<file path="src/rtl/dram_rfsh_pkg.sv">
package dram_rfsh_pkg;
  typedef enum logic [1:0] {M_PAUSE, M_WAKE, M_RUN} mode_t;
  typedef enum logic [2:0] {E_IDLE, E_HOLD, E_SETUP, E_ACT, E_PRE} eng_t;
endpackage

</file>
<file path="src/rtl/dram_rfsh_timer.sv">
module dram_rfsh_timer #(
  parameter int LIMIT = 16
) (
  input  logic clk,
  input  logic rst,
  input  logic en,
  output logic tick
);
  localparam int W = (LIMIT > 1) ? $clog2(LIMIT) : 1;
  localparam logic [W-1:0] LAST = W'(LIMIT - 1);

  logic [W-1:0] cnt;

  always_ff @(posedge clk) begin
    if (rst || !en)      cnt <= '0;
    else if (cnt == LAST) cnt <= '0;
    else                  cnt <= cnt + 1'b1;
  end

  assign tick = en && (cnt == LAST);
endmodule

</file>
<file path="src/rtl/dram_rfsh_ledger.sv">
module dram_rfsh_ledger
  import dram_rfsh_pkg::*;
#(
  parameter int WAKE_CNT = 8,
  parameter int MAX_OWED = 8
) (
  input  logic  clk,
  input  logic  rst,
  input  logic  pause_tick,
  input  logic  ivl_tick,
  input  logic  cyc_start,
  input  logic  cyc_done,
  output mode_t mode,
  output logic  work,
  output logic  ready
);
  localparam int WW = $clog2(WAKE_CNT + 1);
  localparam int OW = $clog2(MAX_OWED + 1);
  localparam logic [WW-1:0] WAKE_LOAD = WW'(WAKE_CNT);
  localparam logic [OW-1:0] OWED_TOP  = OW'(MAX_OWED);

  logic [WW-1:0] wake_left;
  logic [OW-1:0] owed;
  logic          cur_wake;
  logic          wake_dec, run_dec, miss;

  assign wake_dec = cyc_done && cur_wake && (mode == M_WAKE);
  assign run_dec  = cyc_done && !cur_wake && (mode == M_RUN);
  assign miss     = (mode == M_RUN) && ivl_tick && !run_dec && (owed == OWED_TOP);
  assign work     = ((mode == M_WAKE) && (wake_left != '0)) ||
                    ((mode == M_RUN) && (owed != '0));

  always_ff @(posedge clk) begin
    if (rst) begin
      mode      <= M_PAUSE;
      wake_left <= '0;
      owed      <= '0;
      cur_wake  <= 1'b0;
      ready     <= 1'b0;
    end else begin
      if (cyc_start) cur_wake <= (mode == M_WAKE);
      case (mode)
        M_PAUSE: if (pause_tick) begin
          mode      <= M_WAKE;
          wake_left <= WAKE_LOAD;
        end
        M_WAKE: if (wake_dec) begin
          if (wake_left == WW'(1)) begin
            mode      <= M_RUN;
            ready     <= 1'b1;
            wake_left <= '0;
          end else begin
            wake_left <= wake_left - 1'b1;
          end
        end
        default: begin
          if (miss) begin
            mode      <= M_WAKE;
            wake_left <= WAKE_LOAD;
            owed      <= '0;
            ready     <= 1'b0;
          end else if (ivl_tick && !run_dec) begin
            owed <= owed + 1'b1;
          end else if (!ivl_tick && run_dec) begin
            owed <= owed - 1'b1;
          end
        end
      endcase
    end
  end

  // the backlog never grows past its bound
  a_r8_owed_cap: assert property (@(posedge clk) disable iff (rst)
    owed <= OWED_TOP);
endmodule

</file>
<file path="src/rtl/dram_cbr_engine.sv">
module dram_cbr_engine
  import dram_rfsh_pkg::*;
#(
  parameter int CP_CYC  = 2,
  parameter int CSR_CYC = 2,
  parameter int RAS_CYC = 5,
  parameter int RP_CYC  = 3
) (
  input  logic clk,
  input  logic rst,
  input  logic work,
  input  logic gnt,
  output logic req,
  output logic bus_own,
  output logic ras_n,
  output logic cas_n,
  output logic cyc_start,
  output logic cyc_done
);
  localparam int M1   = (CP_CYC > CSR_CYC) ? CP_CYC : CSR_CYC;
  localparam int M2   = (RAS_CYC > RP_CYC) ? RAS_CYC : RP_CYC;
  localparam int MAXC = (M1 > M2) ? M1 : M2;
  localparam int W    = $clog2(MAXC + 1);

  eng_t st, st_n;
  logic [W-1:0] cnt, cnt_n;

  always_comb begin
    st_n      = st;
    cnt_n     = (cnt == '0) ? '0 : cnt - 1'b1;
    cyc_start = 1'b0;
    cyc_done  = 1'b0;
    case (st)
      E_IDLE: if (work && gnt) begin
        st_n  = E_HOLD;
        cnt_n = W'(CP_CYC - 1);
      end
      E_HOLD: if (cnt == '0) begin
        st_n      = E_SETUP;
        cnt_n     = W'(CSR_CYC - 1);
        cyc_start = 1'b1;
      end
      E_SETUP: if (cnt == '0) begin
        st_n  = E_ACT;
        cnt_n = W'(RAS_CYC - 1);
      end
      E_ACT: if (cnt == '0) begin
        st_n     = E_PRE;
        cnt_n    = W'(RP_CYC - 1);
        cyc_done = 1'b1;
      end
      default: if (cnt == '0) begin
        if (work && gnt) begin
          st_n      = E_SETUP;
          cnt_n     = W'(CSR_CYC - 1);
          cyc_start = 1'b1;
        end else begin
          st_n = E_IDLE;
        end
      end
    endcase
  end

  always_ff @(posedge clk) begin
    if (rst) begin
      st      <= E_IDLE;
      cnt     <= '0;
      ras_n   <= 1'b1;
      cas_n   <= 1'b1;
      bus_own <= 1'b0;
      req     <= 1'b0;
    end else begin
      st      <= st_n;
      cnt     <= cnt_n;
      ras_n   <= (st_n != E_ACT);
      cas_n   <= !((st_n == E_SETUP) || (st_n == E_ACT));
      bus_own <= (st_n != E_IDLE);
      req     <= work || (st_n != E_IDLE);
    end
  end

  // RAS only falls under a CAS that was already low
  a_r4_cas_leads_ras: assert property (@(posedge clk) disable iff (rst)
    $fell(ras_n) |-> $past(!cas_n));
  // RAS is never low on its own
  a_r4_cas_covers_ras: assert property (@(posedge clk) disable iff (rst)
    !ras_n |-> !cas_n);
  // strobes rest high whenever the bus is not owned
  a_r6_idle_strobes: assert property (@(posedge clk) disable iff (rst)
    !bus_own |-> (ras_n && cas_n));
  // ownership starts only after a grant
  a_r10_own_after_gnt: assert property (@(posedge clk) disable iff (rst)
    $rose(bus_own) |-> $past(gnt));
endmodule

</file>
<file path="src/rtl/dram_refresh_seq.sv">
module dram_refresh_seq
  import dram_rfsh_pkg::*;
#(
  parameter int PAUSE_CYC    = 25000,
  parameter int INTERVAL_CYC = 1950,
  parameter int WAKE_CNT     = 8,
  parameter int MAX_OWED     = 8,
  parameter int CP_CYC       = 2,
  parameter int CSR_CYC      = 2,
  parameter int RAS_CYC      = 5,
  parameter int RP_CYC       = 3
) (
  input  logic clk,
  input  logic rst,
  output logic ref_req,
  input  logic ref_gnt,
  output logic bus_own,
  output logic ras_n,
  output logic cas_n,
  output logic ready
);
  mode_t mode;
  logic  pause_tick, ivl_tick, work, cyc_start, cyc_done;

  dram_rfsh_timer #(.LIMIT(PAUSE_CYC)) pause_tmr_i (
    .clk(clk), .rst(rst), .en(mode == M_PAUSE), .tick(pause_tick));

  dram_rfsh_timer #(.LIMIT(INTERVAL_CYC)) ivl_tmr_i (
    .clk(clk), .rst(rst), .en(mode == M_RUN), .tick(ivl_tick));

  dram_rfsh_ledger #(.WAKE_CNT(WAKE_CNT), .MAX_OWED(MAX_OWED)) ledger_i (
    .clk(clk), .rst(rst), .pause_tick(pause_tick), .ivl_tick(ivl_tick),
    .cyc_start(cyc_start), .cyc_done(cyc_done),
    .mode(mode), .work(work), .ready(ready));

  dram_cbr_engine #(.CP_CYC(CP_CYC), .CSR_CYC(CSR_CYC),
                    .RAS_CYC(RAS_CYC), .RP_CYC(RP_CYC)) engine_i (
    .clk(clk), .rst(rst), .work(work), .gnt(ref_gnt),
    .req(ref_req), .bus_own(bus_own), .ras_n(ras_n), .cas_n(cas_n),
    .cyc_start(cyc_start), .cyc_done(cyc_done));

  // nothing is requested while the power-up pause runs
  a_r2_quiet_in_pause: assert property (@(posedge clk) disable iff (rst)
    (mode == M_PAUSE) |-> !ref_req);
endmodule

</file>
<file path="config.mk">
export PLATFORM = sky130hd
export DESIGN_NAME = dram_refresh_seq
export DESIGN_NICKNAME = d
export VERILOG_FILES = /design/src/rtl/dram_rfsh_pkg.sv /design/src/rtl/dram_rfsh_timer.sv /design/src/rtl/dram_rfsh_ledger.sv /design/src/rtl/dram_cbr_engine.sv /design/src/rtl/dram_refresh_seq.sv
export SDC_FILE = /design/constraint.sdc
export NUM_CORES = 1
export LEC_CHECK = 0
export BUFFER_PORTS_ARGS = -buffer_cell sky130_fd_sc_hd__buf_2
export CAP_MARGIN = 30
export CORE_MARGIN = 4
export CORE_UTILIZATION = 56
export DETAILED_ROUTE_END_ITERATION = 7
export PLACE_DENSITY = 0.73
export SYNTH_ARGS = -nofsm -noshare
export SYNTH_HDL_FRONTEND = slang
export SYNTH_SLANG_ARGS = --single-unit
</file>
<file path="constraint.sdc">
create_clock -name clk -period 3.3 [get_ports clk]
set_input_delay 0.99 -clock clk [delete_from_list [all_inputs] [get_ports clk]]
set_output_delay 0.99 -clock clk [all_outputs]
set_load 0.01 [all_outputs]
</file>
==> impl_results.md <==
* Status: completed
* Post-Syn Area per Cell at 8.71 sq um
* Max-cap check violation count at 0
* #FFs+latches synth at 48
* Nets at 296
* Clock share of power at 33.6%
* WP data required at 3.52 ns
* Top cells by area, synth: dfxtp_1 (40%), nor2_1 (6.6%), xnor2_1 (4.8%)
* Clock Path Buffers at 2
* Worst R2R Setup Slack at 0.34 ns
* Reg power frac at 57.0%
* Post-DP HPWL at 3160 um
* Power density over the cells at 416 nW/um^2
* Initial antenna violation count at 0
* Hold Crit Class: register to register
* Ys async rst share at 0%
* Initial DRT Pass Iterations at 4
* First-pass GRT wire length at 7620 um
* Pre-CTS setup slack at 0.333 ns
* Synthesis-to-finish area growth at 7.52%
* Register area share after synthesis at 40.1%
* # setup viols final at 0
* Via count at 1,869
* Setup TNS at 0 ns
* Detailed-route DRC error count at 0
* Final Slew Violations at 0
* Antenna Cells at 0
* Worst Path Max Fanout at 5
* Clock transition at path regs at 0.09 ns
* Final antenna-violating net count at 0
* Final-report hold violation count at 0
* Number of global-route vias before repair at 1,697
* Die Width at 73.4 um
* Max rail drop VDD at 311 uV
* Clk_lat worst skew at 0.29 ns
* GRT Util Overall at 17.7%
* Area leader, netlist: dfxtp_1
* Ys flop type: dfxtp_1
* RSZ-0062 raised after global routing: no
* CTS H-tree lvls at 2
* Yosys top cell area share at 40.1%
* F_max at 0.338 GHz
* Cell Int Power at 0.805 mW
* Clk root buf: clkbuf_8
* Wire per inst at 12.8 um
* Vias per cell at 5.60
* Fin crit period at 2.96 ns
* 1st-iter DRT viols at 141
* CTS tree: yes
* Crit share post-route at 89.6%
* CTS-repair resized insts at 0
* CP endpoint kind: register
* Pin count of the biggest net entering global routing at 33
* WL final at 4290 um
* GPL Wtd Cong at 0.821
* Hold-fix buffers at CTS at 0
* Sw Ratio at 24.8%
* Syn. warnings at 0
* Number of synthesized flops with an enable pin at 0
* Rel. slew slack at 59.5%
* Post-CTS Repair Setup Buffers at 0
* Syn_nets at 288
* Core footprint at 4060 sq um
* Psw at 0.266 mW
* Crit path DAT at 3.17 ns
* Slew @ Worst Pin at 0.603 ns
* Mapped Cells at 275
* PortBufs at 7
* CTS Sinks at 48
* Share of cells above drive strength 1 at 10.6%
* Mapped Area at 2400 sq um
* FP Rows at 23
* Netlist cell types at 58
* CTS Buf Count at 5
* Setup skew after layout at 0.00561 ns
* IO Pins at 8
* Starting Density at 59.1%
* Slack of the critical path at 0.345 ns
* GRT overflow at 0
* Setup CP Type: register to register
* Worst Setup Start Kind: register
* Leakage at 0.880 nW
* Die area at 5390 sq um
* Chip Height at 73.4 um
* Combinational share of power at 9.4%
-- through the flow --
step           util [%]  hold WS, ns  area [sq um]  cells  total power [mW]
2_1_floorplan         -        0.413          2400    275             0.704
3_3_place_gp       61.1        0.428          2480    326             0.724
3_5_place_dp       61.1        0.434          2480    326             0.726
4_1_cts            63.5        0.446          2580    334              1.09
5_1_grt            63.5        0.493          2580    334              1.13
6_report           63.5        0.440          2580    334              1.07
-- synthesized netlist by cell type (all sizes together), types with 6 or more instances --
cell and count:
nor3 10, xnor2 13, inv 14, nand3 12, nor2 42, nand2 13, clkbuf 7, dfxtp 48
o21ai 14, a21oi 9, or4 6, nand2b 6, xor2 12, ha 9
-- worst paths after layout --
kind	from	endpoint	cells after the start
setup / recovery	ivl_tmr_i.cnt[0]$_SDFF_PP0_	ledger_i.owed[3]$_SDFFE_PP0P_	12
hold / removal	pause_tmr_i.cnt[0]$_SDFF_PP0_	pause_tmr_i.cnt[0]$_SDFF_PP0_	1
setup reg to reg	ivl_tmr_i.cnt[0]$_SDFF_PP0_	ledger_i.owed[3]$_SDFFE_PP0P_	12
hold reg to reg	pause_tmr_i.cnt[0]$_SDFF_PP0_	pause_tmr_i.cnt[0]$_SDFF_PP0_	1
-- metal layers --
layer	up-vias	GRT usage (%)	share of wire, %
met2	21	27.1	46
li1	973	-	-
met3	5	3.69	3.5
met1	870	25.4	50
met5	-	0	0
met4	0	4.83	0.93
-- cell type report --
class / count / area [sq um]
well taps: 50 / 62.6
repair buffers: 9 / 50.0
flip-flops and latches: 48 / 961
clock buffers: 6 / 82.6
fillers: 349 / 1480
inverters: 14 / 52.6
clock inverters: 2 / 15.0
multi-input cells: 205 / 1350
-- kinds of logic (layout without fill, tap and decap cells) --
family                   after synthesis  in the layout  share of synthesized area, %
multiplexers                           2              2                          1.25
adder cells (fa/ha/maj)               10             10                          5.54
XOR/XNOR                              25             25                          9.14
buffers and inverters                 22             31                          3.45
AO/OA/AOI/OAI                         46             46                          13.2
AND/OR/NAND/NOR                      122            122                          27.3
flip-flops                            48             48                          40.1
-- worst max-delay path: stages, from the launching register on --
cell     delay, ns
dfxtp_1       0.40
ha_1          0.17
nand2_1       0.06
or4_4         0.57
inv_1         0.08
ha_1          0.22
inv_1         0.09
ha_1          0.28
a21o_1        0.18
a21oi_1       0.16
xnor2_1       0.09
or4_1         0.41
a31oi_1       0.18
-- layout by cell type, fill, tap and decap left out, types with 5 or more instances in the layout --
cell type  netlist  routed
o21ai_0          9       9
nand2b_1         6       6
nand2_1         13      13
inv_1           14      14
or4_1            5       5
nor3_1           9       9
xnor2_1         13      13
buf_2            0       7
a21oi_1          9       9
and3_1           5       5
nand3_1         11      11
dfxtp_1         48      48
ha_1             9       9
xor2_1          12      12
clkbuf_8         0       6
nor2_1          42      42
-- power groups by stage --
| stage | clock network, mW | logic (mW) | registers [mW] |
|---|---|---|---|
| final | 0.360 | 0.100 | 0.611 |
| after global routing | 0.403 | 0.114 | 0.614 |
| after CTS | 0.376 | 0.102 | 0.611 |
| after detailed placement | 0 | 0.101 | 0.625 |
| after global placement | 0 | 0.100 | 0.624 |
| after floorplan | 0 | 0.0826 | 0.621 |
-- flip-flops by register name, indices dropped and copies added, names as in the netlist, 2 cells and up --
name / flops
ledger_i.wake_left: 4
ledger_i.owed: 4
pause_tmr_i.cnt: 15
engine_i.st: 3
ivl_tmr_i.cnt: 11
ledger_i.mode: 2
engine_i.cnt: 3
Note: power is estimated with default switching activity, not from simulation.
